$ cat src/rtl/tso_wbuf_pkg.sv
package tso_wbuf_pkg;

   // which client owns the shared memory port in a given cycle
   typedef enum logic [1:0] {
      PORT_IDLE  = 2'd0,
      PORT_LOAD  = 2'd1,
      PORT_DRAIN = 2'd2
   } port_sel_e;

   function automatic int unsigned ptr_bits(input int unsigned depth);
      return (depth > 1) ? $clog2(depth) : 1;
   endfunction

endpackage

$ cat src/rtl/tso_wbuf_fifo.sv
module tso_wbuf_fifo #(
   parameter int unsigned ADDR_W = 8,
   parameter int unsigned DATA_W = 16,
   parameter int unsigned DEPTH  = 4,
   localparam int unsigned PW    = tso_wbuf_pkg::ptr_bits(DEPTH),
   localparam int unsigned CW    = $clog2(DEPTH + 1)
) (
   input  logic                     clk,
   input  logic                     rst_n,
   input  logic                     push_i,
   input  logic [ADDR_W-1:0]        push_addr_i,
   input  logic [DATA_W-1:0]        push_data_i,
   input  logic                     pop_i,
   output logic [DEPTH*ADDR_W-1:0]  ent_addr_o,
   output logic [DEPTH*DATA_W-1:0]  ent_data_o,
   output logic [PW-1:0]            head_o,
   output logic [CW-1:0]            count_o,
   output logic                     full_o,
   output logic                     empty_o
);

   logic [ADDR_W-1:0] addr_q [DEPTH];
   logic [DATA_W-1:0] data_q [DEPTH];
   logic [PW-1:0]     head_q, tail_q;
   logic [CW-1:0]     cnt_q;

   assign full_o  = (cnt_q == CW'(DEPTH));
   assign empty_o = (cnt_q == '0);
   assign head_o  = head_q;
   assign count_o = cnt_q;

   // storage needs no reset: the count marks which slots are live
   always_ff @(posedge clk) begin
      if (push_i) begin
         addr_q[tail_q] <= push_addr_i;
         data_q[tail_q] <= push_data_i;
      end
   end

   always_ff @(posedge clk) begin
      if (!rst_n) begin
         head_q <= '0;
         tail_q <= '0;
         cnt_q  <= '0;
      end else begin
         if (push_i) tail_q <= tail_q + 1'b1;
         if (pop_i)  head_q <= head_q + 1'b1;
         case ({push_i, pop_i})
            2'b10:   cnt_q <= cnt_q + 1'b1;
            2'b01:   cnt_q <= cnt_q - 1'b1;
            default: cnt_q <= cnt_q;
         endcase
      end
   end

   for (genvar gi = 0; gi < DEPTH; gi++) begin : g_flat
      assign ent_addr_o[gi*ADDR_W +: ADDR_W] = addr_q[gi];
      assign ent_data_o[gi*DATA_W +: DATA_W] = data_q[gi];
   end


   no_overflow_chk: assert property (@(posedge clk) disable iff (!rst_n)
      cnt_q <= CW'(DEPTH));


   cnt_track_chk: assert property (@(posedge clk) disable iff (!rst_n)
      (push_i && !pop_i) |=> (cnt_q == $past(cnt_q) + 1'b1));

endmodule

$ cat src/rtl/tso_wbuf_fwd.sv
module tso_wbuf_fwd #(
   parameter int unsigned ADDR_W = 8,
   parameter int unsigned DATA_W = 16,
   parameter int unsigned DEPTH  = 4,
   localparam int unsigned PW    = tso_wbuf_pkg::ptr_bits(DEPTH),
   localparam int unsigned CW    = $clog2(DEPTH + 1)
) (
   input  logic [DEPTH*ADDR_W-1:0]  ent_addr_i,
   input  logic [DEPTH*DATA_W-1:0]  ent_data_i,
   input  logic [PW-1:0]            head_i,
   input  logic [CW-1:0]            count_i,
   input  logic [ADDR_W-1:0]        look_addr_i,
   output logic                     hit_o,
   output logic [DATA_W-1:0]        data_o
);

   logic [ADDR_W-1:0] a_arr [DEPTH];
   logic [DATA_W-1:0] d_arr [DEPTH];

   for (genvar gi = 0; gi < DEPTH; gi++) begin : g_unpack
      assign a_arr[gi] = ent_addr_i[gi*ADDR_W +: ADDR_W];
      assign d_arr[gi] = ent_data_i[gi*DATA_W +: DATA_W];
   end

   // walk from oldest to youngest in age order; a later match overrides,
   // so the result is the youngest live entry for the address
   always_comb begin
      hit_o  = 1'b0;
      data_o = '0;
      for (int k = 0; k < DEPTH; k++) begin
         automatic logic [PW-1:0] slot = head_i + PW'(k);
         if ((CW'(k) < count_i) && (a_arr[slot] == look_addr_i)) begin
            hit_o  = 1'b1;
            data_o = d_arr[slot];
         end
      end
   end

endmodule

$ cat src/rtl/tso_wbuf_port.sv
module tso_wbuf_port #(
   parameter int unsigned ADDR_W = 8,
   parameter int unsigned DATA_W = 16
) (
   input  logic              clk,
   input  logic              rst_n,
   input  logic              blocked_i,
   input  logic              ld_req_i,
   input  logic              ld_hit_i,
   input  logic [ADDR_W-1:0] ld_addr_i,
   input  logic              fifo_empty_i,
   input  logic [ADDR_W-1:0] head_addr_i,
   input  logic [DATA_W-1:0] head_data_i,
   input  logic              mem_gnt_i,
   output logic              mem_req_o,
   output logic              mem_we_o,
   output logic [ADDR_W-1:0] mem_addr_o,
   output logic [DATA_W-1:0] mem_wdata_o,
   output logic              rd_done_o,
   output logic              pop_o
);
   import tso_wbuf_pkg::*;

   port_sel_e sel;

   // a missing load outranks retirement; it cannot collide with a buffered
   // store because a miss means no entry holds its address
   always_comb begin
      if (!rst_n || blocked_i)          sel = PORT_IDLE;
      else if (ld_req_i && !ld_hit_i)   sel = PORT_LOAD;
      else if (!fifo_empty_i)           sel = PORT_DRAIN;
      else                              sel = PORT_IDLE;
   end

   assign mem_req_o   = (sel != PORT_IDLE);
   assign mem_we_o    = (sel == PORT_DRAIN);
   assign mem_addr_o  = (sel == PORT_LOAD) ? ld_addr_i : head_addr_i;
   assign mem_wdata_o = head_data_i;
   assign rd_done_o   = (sel == PORT_LOAD)  && mem_gnt_i;
   assign pop_o       = (sel == PORT_DRAIN) && mem_gnt_i;


   blocked_quiet_chk: assert property (@(posedge clk) disable iff (!rst_n)
      blocked_i |-> !mem_req_o);


   drain_nonempty_chk: assert property (@(posedge clk) disable iff (!rst_n)
      (mem_req_o && mem_we_o) |-> !fifo_empty_i);

endmodule

$ cat src/rtl/tso_wbuf.sv
module tso_wbuf #(
   parameter int unsigned ADDR_W = 8,
   parameter int unsigned DATA_W = 16,
   parameter int unsigned DEPTH  = 4
) (
   input  logic              clk,
   input  logic              rst_n,
   input  logic              blocked_i,
   input  logic              st_valid_i,
   input  logic [ADDR_W-1:0] st_addr_i,
   input  logic [DATA_W-1:0] st_data_i,
   output logic              st_ready_o,
   input  logic              ld_req_i,
   input  logic [ADDR_W-1:0] ld_addr_i,
   output logic              ld_ack_o,
   output logic [DATA_W-1:0] ld_data_o,
   input  logic              fence_req_i,
   output logic              fence_ack_o,
   output logic              empty_o,
   output logic              mem_req_o,
   output logic              mem_we_o,
   output logic [ADDR_W-1:0] mem_addr_o,
   output logic [DATA_W-1:0] mem_wdata_o,
   input  logic              mem_gnt_i,
   input  logic [DATA_W-1:0] mem_rdata_i
);

   localparam int unsigned PW = tso_wbuf_pkg::ptr_bits(DEPTH);
   localparam int unsigned CW = $clog2(DEPTH + 1);

   if (DEPTH < 2 || (DEPTH & (DEPTH - 1)) != 0) begin : g_bad_depth
      $error("tso_wbuf: DEPTH must be a power of two of at least 2");
   end
   if (ADDR_W < 1 || DATA_W < 1) begin : g_bad_width
      $error("tso_wbuf: ADDR_W and DATA_W must be positive");
   end

   logic [DEPTH*ADDR_W-1:0] ent_addr;
   logic [DEPTH*DATA_W-1:0] ent_data;
   logic [PW-1:0]           head;
   logic [CW-1:0]           count;
   logic                    full, empty;
   logic                    push, pop;
   logic                    fwd_hit;
   logic [DATA_W-1:0]       fwd_data;
   logic                    rd_done;
   logic [ADDR_W-1:0]       head_addr;
   logic [DATA_W-1:0]       head_data;

   assign st_ready_o = !full;
   assign push       = st_valid_i && !full;

   tso_wbuf_fifo #(.ADDR_W(ADDR_W), .DATA_W(DATA_W), .DEPTH(DEPTH)) u_fifo (
      .clk         (clk),
      .rst_n       (rst_n),
      .push_i      (push),
      .push_addr_i (st_addr_i),
      .push_data_i (st_data_i),
      .pop_i       (pop),
      .ent_addr_o  (ent_addr),
      .ent_data_o  (ent_data),
      .head_o      (head),
      .count_o     (count),
      .full_o      (full),
      .empty_o     (empty)
   );

   // lookup sees only entries present before this edge
   tso_wbuf_fwd #(.ADDR_W(ADDR_W), .DATA_W(DATA_W), .DEPTH(DEPTH)) u_fwd (
      .ent_addr_i  (ent_addr),
      .ent_data_i  (ent_data),
      .head_i      (head),
      .count_i     (count),
      .look_addr_i (ld_addr_i),
      .hit_o       (fwd_hit),
      .data_o      (fwd_data)
   );

   assign head_addr = ent_addr[int'(head)*ADDR_W +: ADDR_W];
   assign head_data = ent_data[int'(head)*DATA_W +: DATA_W];

   tso_wbuf_port #(.ADDR_W(ADDR_W), .DATA_W(DATA_W)) u_port (
      .clk          (clk),
      .rst_n        (rst_n),
      .blocked_i    (blocked_i),
      .ld_req_i     (ld_req_i),
      .ld_hit_i     (fwd_hit),
      .ld_addr_i    (ld_addr_i),
      .fifo_empty_i (empty),
      .head_addr_i  (head_addr),
      .head_data_i  (head_data),
      .mem_gnt_i    (mem_gnt_i),
      .mem_req_o    (mem_req_o),
      .mem_we_o     (mem_we_o),
      .mem_addr_o   (mem_addr_o),
      .mem_wdata_o  (mem_wdata_o),
      .rd_done_o    (rd_done),
      .pop_o        (pop)
   );

   assign ld_ack_o    = ld_req_i && (fwd_hit || rd_done);
   assign ld_data_o   = fwd_hit ? fwd_data : mem_rdata_i;
   assign fence_ack_o = fence_req_i && empty;
   assign empty_o     = empty;


   fwd_no_read_chk: assert property (@(posedge clk) disable iff (!rst_n)
      (ld_req_i && fwd_hit) |-> !(mem_req_o && !mem_we_o));


   fence_clear_chk: assert property (@(posedge clk) disable iff (!rst_n)
      fence_ack_o |-> !(mem_req_o && mem_we_o));


   full_hold_chk: assert property (@(posedge clk) disable iff (!rst_n)
      (!st_ready_o && !(mem_req_o && mem_we_o && mem_gnt_i)) |=> !st_ready_o);

endmodule

$ cat config.mk
export PLATFORM = sky130hd
export DESIGN_NAME = tso_wbuf
export DESIGN_NICKNAME = d
export VERILOG_FILES = /design/src/rtl/tso_wbuf_pkg.sv /design/src/rtl/tso_wbuf_fifo.sv /design/src/rtl/tso_wbuf_fwd.sv /design/src/rtl/tso_wbuf_port.sv /design/src/rtl/tso_wbuf.sv
export SDC_FILE = /design/constraint.sdc
export NUM_CORES = 1
export LEC_CHECK = 0
export BUFFER_PORTS_ARGS = -buffer_cell sky130_fd_sc_hd__buf_4
export CAP_MARGIN = 10
export CORE_UTILIZATION = 58
export CTS_CLUSTER_SIZE = 25
export DETAILED_ROUTE_END_ITERATION = 12
export HOLD_SLACK_MARGIN = 0.15
export PLACE_DENSITY = 0.8
export RECOVER_POWER = 100
export SETUP_SLACK_MARGIN = 0.5
export SLEW_MARGIN = 25
export SYNTH_ARGS = -nofsm -noshare
export SYNTH_HDL_FRONTEND = slang
export SYNTH_SLANG_ARGS = --single-unit
$ cat constraint.sdc
create_clock -name clk -period 4.7 [get_ports clk]
set_input_delay 0.705 -clock clk [delete_from_list [all_inputs] [get_ports clk]]
set_output_delay 0.705 -clock clk [all_outputs]
set_load 0.01 [all_outputs]
---- After elaboration in Yosys (flattened, before gate mapping) ----
Memory sizes are Yosys's and may differ from the RTL's.
Cells that the tools add are included.
word-level totals
  bits in registers ....................... 7
  bits in latches ......................... 0
  bits in writable memories ............... 96
  memory bits (read-only) ................. 0
  input bits .............................. 55
  logic and storage cells ................. 92
  memories ................................ 2
memory list
  name           words  bits a word  rd ports  clocked after memory_dff  wr ports  line                 RTL
  u_fifo.data_q  4      16           4         0                         1         tso_wbuf_fifo.sv:23  logic [DATA_W-1:0] data_q [DEPTH];
  u_fifo.addr_q  4      8            4         0                         1         tso_wbuf_fifo.sv:22  logic [ADDR_W-1:0] addr_q [DEPTH];
cells by class
  add/subtract/negate cells ............... 6
  multiply operators ...................... 0
  divide/modulo/power cells ............... 0
  magnitude comparators ................... 8
  eq/ne operators ......................... 9
  shift operators ......................... 2
  muxes and demuxes ....................... 40
  bitwise operators ....................... 4
  reduce and logical (&&, ||, !) cells .... 18
operators with widths
  operator                                              count
  2-to-1 mux 16 bit                                     13
  binary-select mux 16 bit (select 2 bit)               4
  2-to-1 mux 8 bit                                      9
  binary-select mux 8 bit (select 2 bit)                4
  indexed part select 64 x 7 -> 16 bit                  1
  equality test 8 bit                                   4
  indexed part select 32 x 6 -> 8 bit                   1
  >= comparator 3 bit (second input constant)           4
  inverter 2 -> 3 bit                                   4
  logical AND 1 bit                                     10
  < comparator 1 x 3 -> 1 bit (first input constant)    2
  < comparator 2 x 3 -> 1 bit (first input constant)    2
  2-to-1 mux 1 bit                                      6
  2-to-1 mux 2 bit                                      3
  case mux 3 bit (2 select lines)                       1
  adder 2 x 1 -> 2 bit (second input constant)          2
  adder 2 bit (second input constant)                   2
  equality test 2 x 1 -> 1 bit (second input constant)  2
  equality test 2 bit (second input constant)           2
  nonzero test 2 bit                                    2
  adder 3 x 1 -> 3 bit (second input constant)          1
  equality test 3 bit (second input constant)           1
  logical NOT 1 bit                                     3
  logical NOT 3 bit                                     1
  other kinds (2)                                       3

---- Logic depth before layout (Yosys ltp) ----
  word-level depth ........................ 18
  mapped depth ............................ 13

---- Hierarchy ----
Synthesis repeated with hierarchy kept, for this count alone.
second synthesis, totals
  cells, all modules ...................... 572
  area total of the unflattened synthesis .. 7,502.2 µm²
by module, submodules not included
  module         instances  cells each  area each (µm²)  sequential area each (µm²)
  tso_wbuf_fifo  1          139         3,286.9          3,022.9
  tso_wbuf_fwd   1          348         3,071.7          0.0
  tso_wbuf       1          52          834.6            0.0
  tso_wbuf_port  1          33          309.0            0.0

---- Worst setup path after synthesis ----
OpenSTA, ideal clock, no wires.
  kind .................................... in2out
  start point ............................. input port ld_addr_i[1]
  end point ............................... output port ld_data_o[10]
  arrival time ............................ 3,174 ps
  required time ........................... 3,995 ps
  slack ................................... 821 ps
  stages .................................. 9
  path buffers ............................ 2
  path through ............................ buf_1 > xnor2_1 > mux2_1 > or4_4 > nor2_4 > buf_4 > mux2_1 > a221o_1 > a22o_1
on the way
  longest elaborated chain between the ends .. 7
  elaborated cells on any way between the ends .. 17
  classes of those cells .................. eq/ne (4); mux (9); reduce/logical (4)
ends and longest elaborated chain
  element                                                                     line                RTL
  start: declaration                                                          tso_wbuf.sv:14      input logic [ADDR_W-1:0] ld_addr_i,
  equality test 8 bit                                                         tso_wbuf_fwd.sv:32  if ((CW'(k) < count_i) && (a_arr[slot] == look_addr_i)) begin
  logical AND 1 bit                                                           tso_wbuf_fwd.sv:32
  2-to-1 mux 16 bit / 2-to-1 mux 1 bit (equally long branches) (4 in series)  tso_wbuf_fwd.sv:32
  2-to-1 mux 16 bit (*)                                                       tso_wbuf.sv:102     assign ld_data_o = fwd_hit ? fwd_data : mem_rdata_i;
  end: declaration                                                            tso_wbuf.sv:16      output logic [DATA_W-1:0] ld_data_o,
Every way passes the cells marked *; elsewhere a longest branch is shown, timed or not.

---- Worst setup path in the final report ----
  start point ............................. register u_fifo.head_q[0] (netlist: u_fifo.head_o[0])
  end point ............................... output port mem_addr_o[2]
on the way
  longest elaborated chain between the ends .. 16
  elaborated cells on any way between the ends .. 38
  classes of those cells .................. add/sub (3); eq/ne (5); shift (1); mux (19); bitwise (4); reduce/logical (6)
ends and longest elaborated chain
  element                                                                                                     line                                    RTL
  start: declaration                                                                                          tso_wbuf_fifo.sv:24                     logic [PW-1:0] head_q, tail_q;
  start signal: assignment                                                                                    tso_wbuf_fifo.sv:47                     if (pop_i) head_q <= head_q + 1'b1;
  adder 2 x 1 -> 2 bit / inverter 2 -> 3 bit (equally long branches)                                          tso_wbuf_fwd.sv:31, tso_wbuf_fwd.sv:32
  inverter 2 -> 3 bit (implied by the code) / binary-select mux 8 bit (select 2 bit) (equally long branches)  tso_wbuf_fwd.sv:32
  binary-select mux 8 bit (select 2 bit) / 2-to-1 mux 8 bit (equally long branches)                           tso_wbuf_fwd.sv:32
  2-to-1 mux 8 bit (implied by the code)                                                                      tso_wbuf_fwd.sv:32
  2-to-1 mux 8 bit (implied by the code) / equality test 8 bit (equally long branches)                        tso_wbuf_fwd.sv:32
  equality test 8 bit / logical AND 1 bit (equally long branches)                                             tso_wbuf_fwd.sv:32
  logical AND 1 bit / 2-to-1 mux 1 bit (equally long branches)                                                tso_wbuf_fwd.sv:32
  2-to-1 mux 1 bit (3 in series)                                                                              tso_wbuf_fwd.sv:32
  logical NOT 1 bit                                                                                           tso_wbuf_port.sv:30                     else if (ld_req_i && !ld_hit_i) sel = PORT_LOAD;
  logical AND 1 bit                                                                                           tso_wbuf_port.sv:30
  2-to-1 mux 2 bit                                                                                            tso_wbuf_port.sv:30
  2-to-1 mux 2 bit                                                                                            tso_wbuf_port.sv:29                     if (!rst_n || blocked_i) sel = PORT_IDLE;
  equality test 2 x 1 -> 1 bit                                                                                tso_wbuf_port.sv:37                     assign mem_addr_o = (sel == PORT_LOAD) ? ld_addr_i : head_addr_i;
  2-to-1 mux 8 bit (*)                                                                                        tso_wbuf_port.sv:37
  end: declaration                                                                                            tso_wbuf.sv:22                          output logic [ADDR_W-1:0] mem_addr_o,
Every way passes the cells marked *; elsewhere a longest branch is shown, timed or not. The select of a mux whose other input is x is not followed.

==> tab_implementation.tex <==
\begin{tabular}{lr}
\hline
Metric & Value \\
\hline
\multicolumn{2}{l}{\textbf{Status}} \\
Status & finished, violations left \\
Violated checks & max-capacitance violations, max-slew violations \\
\multicolumn{2}{l}{\textbf{Synth}} \\
Post-synthesis instance area & about 6700 um2 \\
Syn\_nets & between 600 and 700 \\
Count of distinct cell types in the synthesized netlist & 53 \\
Fraction of synthesized cell area taken by the top area cell type & a little over two fifths \\
Main synth FF type & sky130\_fd\_sc\_hd\_\_edfxtp\_1 \\
Number of synthesis warnings & 0 \\
Count of flip-flops with a built-in enable after synthesis & between 90 and 100 \\
Post-synthesis async set-or-reset flop share & 0\% \\
FF+latch count, synth & 103 \\
Share of synthesized area occupied by flip-flops and latches & between 40\% and 50\% \\
Commonest cells in the synthesized netlist & sky130\_fd\_sc\_hd\_\_edfxtp\_1, sky130\_fd\_sc\_hd\_\_nand2\_1, sky130\_fd\_sc\_hd\_\_mux2i\_1 \\
Synthesized netlist cell count & between 500 and 600 \\
Main area contributors after synthesis & sky130\_fd\_sc\_hd\_\_edfxtp\_1, sky130\_fd\_sc\_hd\_\_mux2i\_1, sky130\_fd\_sc\_hd\_\_mux2\_2 \\
Cell type contributing the most total cell area after synthesis & sky130\_fd\_sc\_hd\_\_edfxtp\_1 \\
Synthesized area per cell & $\sim$11 um2 \\
Cell with the most instances after synthesis & sky130\_fd\_sc\_hd\_\_edfxtp\_1 \\
\multicolumn{2}{l}{\textbf{Drt}} \\
DR top layer & met4 \\
Sum of routed wire length over all layers & around 17000 um \\
Routed length on met3 & 1010 um \\
Amount of wire on met2 after detailed routing & $\sim$8700 um \\
Iteration-0 DRC Markers & $\sim$420 \\
Iteration count of the initial detailed-routing pass & 5 \\
Mean number of vias per cell & about 6.2 \\
Routed vias & 5094 \\
DRC errors left & 0 \\
Antenna Nets Post-Route & 0 \\
Post-DR wirelength/cell & 20.4 um \\
Met1 Routed Length & 6710 um \\
\multicolumn{2}{l}{\textbf{Place}} \\
Total placed cells including tap cells & 790 \\
Placer Congestion & 0.838 \\
Half-perimeter wire length after placement & $\sim$10000 um \\
Total placed instance area & 7500 um2 \\
Number of buffer cells added on primary ports & 100 \\
\multicolumn{2}{l}{\textbf{Clock network}} \\
CTS tree & done \\
Total CTS buffers & 9 \\
Root buffer cell & sky130\_fd\_sc\_hd\_\_clkbuf\_16 \\
Clock transition at the register clock pins on the worst setup and hold paths after CTS & around 0.070 ns \\
Hold-fix buffer count after cts & 0 \\
Worst skew pair latency & about 0.35 ns \\
Total number of clock tree sinks & just over 100 \\
H-tree depth reported by CTS & 3 \\
Longest Clk Path Bufs & 2 \\
\multicolumn{2}{l}{\textbf{Critical path}} \\
Slowest CP cell & sky130\_fd\_sc\_hd\_\_or4\_4 \\
Buf/Inv on CP & 4 \\
Peak per-stage delay on the critical path & about 0.56 ns \\
CP startpoint & u\_fifo.head\_o[0]\$\_SDFFE\_PN0P\_ \\
Dominant delay contributor by cell family on the critical path & simple AND/OR/NAND/NOR gates \\
Data arrival time of the critical path & 3.70 ns \\
WP depth & 12 \\
Critical path start-end classification & reg2out \\
Most frequent cell on the critical path & sky130\_fd\_sc\_hd\_\_clkbuf\_1 \\
Worst-case register-to-register setup slack & roughly 0.8 ns \\
Category of the worst setup path capture point & output pin \\
Cell breakdown of the critical path & mux4\_2 > xnor2\_1 > nand2\_1 > or4\_4 > nor2\_4 > buf\_12 > buf\_16 > nor4\_4 > nand3\_4 > clkbuf\_1 > mux2\_1 > clkbuf\_1 \\
Reg-to-Reg Start & u\_fifo.head\_o[0]\$\_SDFFE\_PN0P\_ \\
Crit-path max FO & 8 \\
Worst R2R Path Depth & 14 \\
Required time reported for the critical path endpoint & around 4.0 ns \\
CP endpoint & mem\_addr\_o[2] \\
Sort of element at the start of the critical path & flip-flop \\
Capture point of the worst reg-to-reg path & u\_fifo.count\_o[2]\$\_SDFFE\_PN0P\_ \\
\multicolumn{2}{l}{\textbf{Power}} \\
Total power density per cell area & 297 nW/um2 \\
Sequential share of power & approximately 46\% \\
Net switching share of the total power & 26.2\% \\
Part of the total power dissipated in combinational logic & 21.3\% \\
Worst IR Drop VDD & roughly 0.24 mV \\
Part of the total power dissipated in the clock network & between 30 and 40\% \\
Switching power & about 620 uW \\
Cell Int Power & 1.75 mW \\
Leakage component of the power & approximately 2.7 nW \\
\multicolumn{2}{l}{\textbf{Global routing}} \\
GRT overflow & 0 \\
Vias in the first global route & between 4k and 5k \\
Global routing usage summed across all routing layers & between 20 and 30\% \\
Global-route wire length before repair & 24600 um \\
Antenna violations before repair & 0 \\
Largest net degree at the start of global routing & 120 \\
\multicolumn{2}{l}{\textbf{STA}} \\
Highest clock frequency the design can meet & between 200 and 250 MHz \\
Tmin final & $\sim$4.4 ns \\
Final max-slew violation count & 100 \\
Sum of negative setup slack & 0 ns \\
Setup repair after global routing missed its margin & yes \\
Final Setup Violations & 0 \\
Worst relative slew slack & -19.9\% \\
Clock Skews & 0.00582 ns \\
Number of failing hold endpoints at the final stage & 0 \\
Share of the clock period used by the worst path & a little over nine tenths \\
Slew of the pin with the lowest slew margin & $\sim$1.8 ns \\
\multicolumn{2}{l}{\textbf{Floorplanning}} \\
Horizontal extent of the die & 109 um \\
Effective utilization at floorplan & between 60\% and 70\% \\
Site row count & 38 \\
Core Box Area & between 10000 and 15000 um2 \\
Vertical die dimension & 109 um \\
Die area & $\sim$12000 um2 \\
I/O pin total & $\sim$100 \\
\multicolumn{2}{l}{\textbf{Cells and area}} \\
Diodes inserted & 0 \\
Fill cell count & 790 \\
Design Area, Final & $\sim$8000 um2 \\
Count of nets after finishing & roughly 750 \\
Area overhead of the layout relative to synthesis & 19.8\% \\
Final standard cell count with taps included and fillers excluded & 828 \\
Share of post-route cells with drive strength above 1 & around 25\% \\
\multicolumn{2}{l}{\textbf{Flow run}} \\
Max-cap viol count & 4 \\
\multicolumn{2}{l}{\textbf{Hold path}} \\
Kind of path behind the tightest hold check & in2reg \\
\hline
\end{tabular}
## power groups by stage
stage               Combinational (mW)  Sequential, mW  Clock, mW
global route                     0.543            1.09      0.817
detailed placement               0.477            1.10          0
CTS                              0.505            1.08      0.785
floorplan                        0.319            1.09          0
finish                           0.506            1.08      0.783
global placement                 0.461            1.10          0
## layout make-up
cell class / instances / area [um2] / share of cell area [%]
Inverter: 8 / 30.0 / 0.376
Sequential cell: 103 / 3030 / 37.9
Multi-Input combinational cell: 428 / 3500 / 43.8
Timing Repair Buffer: 133 / 943 / 11.8
Clock buffer: 9 / 225 / 2.82
Tap cell: 140 / 175 / 2.19
Clock inverter: 7 / 87.6 / 1.10
## worst reg2reg max path, stage by stage, from the launching register on
cell	delay, ns
sky130_fd_sc_hd__dfxtp_4	0.44
sky130_fd_sc_hd__mux4_2	0.54
sky130_fd_sc_hd__xnor2_1	0.29
sky130_fd_sc_hd__nand2_1	0.10
sky130_fd_sc_hd__or4_4	0.56
sky130_fd_sc_hd__nor2_4	0.20
sky130_fd_sc_hd__buf_12	0.14
sky130_fd_sc_hd__buf_16	0.12
sky130_fd_sc_hd__nor4_4	0.06
sky130_fd_sc_hd__buf_4	0.15
sky130_fd_sc_hd__buf_6	0.16
sky130_fd_sc_hd__a21oi_1	0.23
sky130_fd_sc_hd__ha_1	0.32
sky130_fd_sc_hd__or3_1	0.35
sky130_fd_sc_hd__a21boi_0	0.16
## per-stage QoR
stage                     hold slack [ns]  setup slack [ns]  power, mW  utilization [%]
after global routing                0.611             0.217       2.45             72.5
after detailed placement            0.600             0.386       1.58             68.0
final                               0.611             0.295       2.37             72.5
after CTS                           0.551             0.493       2.37             72.6
after global placement              0.576             0.489       1.56             68.0
after floorplan                     0.522             0.821       1.41                -
## worst min-delay path by stage
stage | start | end | slack, ns | depth (start not counted)
3_3_place_gp | u_fifo.count_o[2]$_SDFFE_PN0P_ | u_fifo.count_o[2]$_SDFFE_PN0P_ | 0.58 | 2
3_5_place_dp | u_fifo.count_o[2]$_SDFFE_PN0P_ | u_fifo.count_o[2]$_SDFFE_PN0P_ | 0.60 | 2
6_report | st_data_i[5] | u_fifo.data_q[3][5]$_DFFE_PP_ | 0.61 | 1
4_1_cts | st_addr_i[2] | u_fifo.addr_q[3][2]$_DFFE_PP_ | 0.55 | 1
2_1_floorplan | u_fifo.count_o[2]$_SDFFE_PN0P_ | u_fifo.count_o[2]$_SDFFE_PN0P_ | 0.52 | 2
5_1_grt | st_addr_i[2] | u_fifo.addr_q[1][2]$_DFFE_PP_ | 0.61 | 1
## per-layer routing
| layer | up-vias | global-route usage, % |
|---|---|---|
| met5 | - | 0 |
| met4 | 0 | 14.0 |
| met3 | 34 | 3.14 |
| met2 | 209 | 47.8 |
| met1 | 2473 | 34.9 |
| li1 | 2378 | - |
## cell families (layout without fill, tap and decap cells)
kind of cell | Yosys count | count (layout) | share of synthesized area (%)
simple gates | 136 | 136 | 9.86
mux | 132 | 132 | 23.4
compound gates | 113 | 113 | 11.2
flops | 103 | 103 | 45.3
buf+inv | 51 | 157 | 3.64
xor+xnor | 38 | 38 | 4.99
fa+ha+maj | 9 | 9 | 1.69
## cells in the final DEF (no fill, tap or decap), types with 21 or more instances in the layout
master	n
sky130_fd_sc_hd__clkbuf_1	46
sky130_fd_sc_hd__nand2_1	74
sky130_fd_sc_hd__mux2_1	27
sky130_fd_sc_hd__mux2i_1	54
sky130_fd_sc_hd__xnor2_1	28
sky130_fd_sc_hd__mux2_2	24
sky130_fd_sc_hd__o21ai_0	47
sky130_fd_sc_hd__buf_4	74
sky130_fd_sc_hd__a21oi_1	21
sky130_fd_sc_hd__edfxtp_1	96
## repair_timing
action,in CTS,in global routing
endpoints found under the setup margin,27,24
gates cloned,1,0
pin swaps,10,11
setup buffers,12,9
gates resized for setup,12,32
## registers in the layout, indices dropped and copies added (netlist names)
register / flops
u_fifo.addr_q: 32
u_fifo.count_o: 3
u_fifo.data_q: 64
u_fifo.head_o: 2
u_fifo.tail_q: 2
Note: power is estimated with default switching activity, not from simulation.
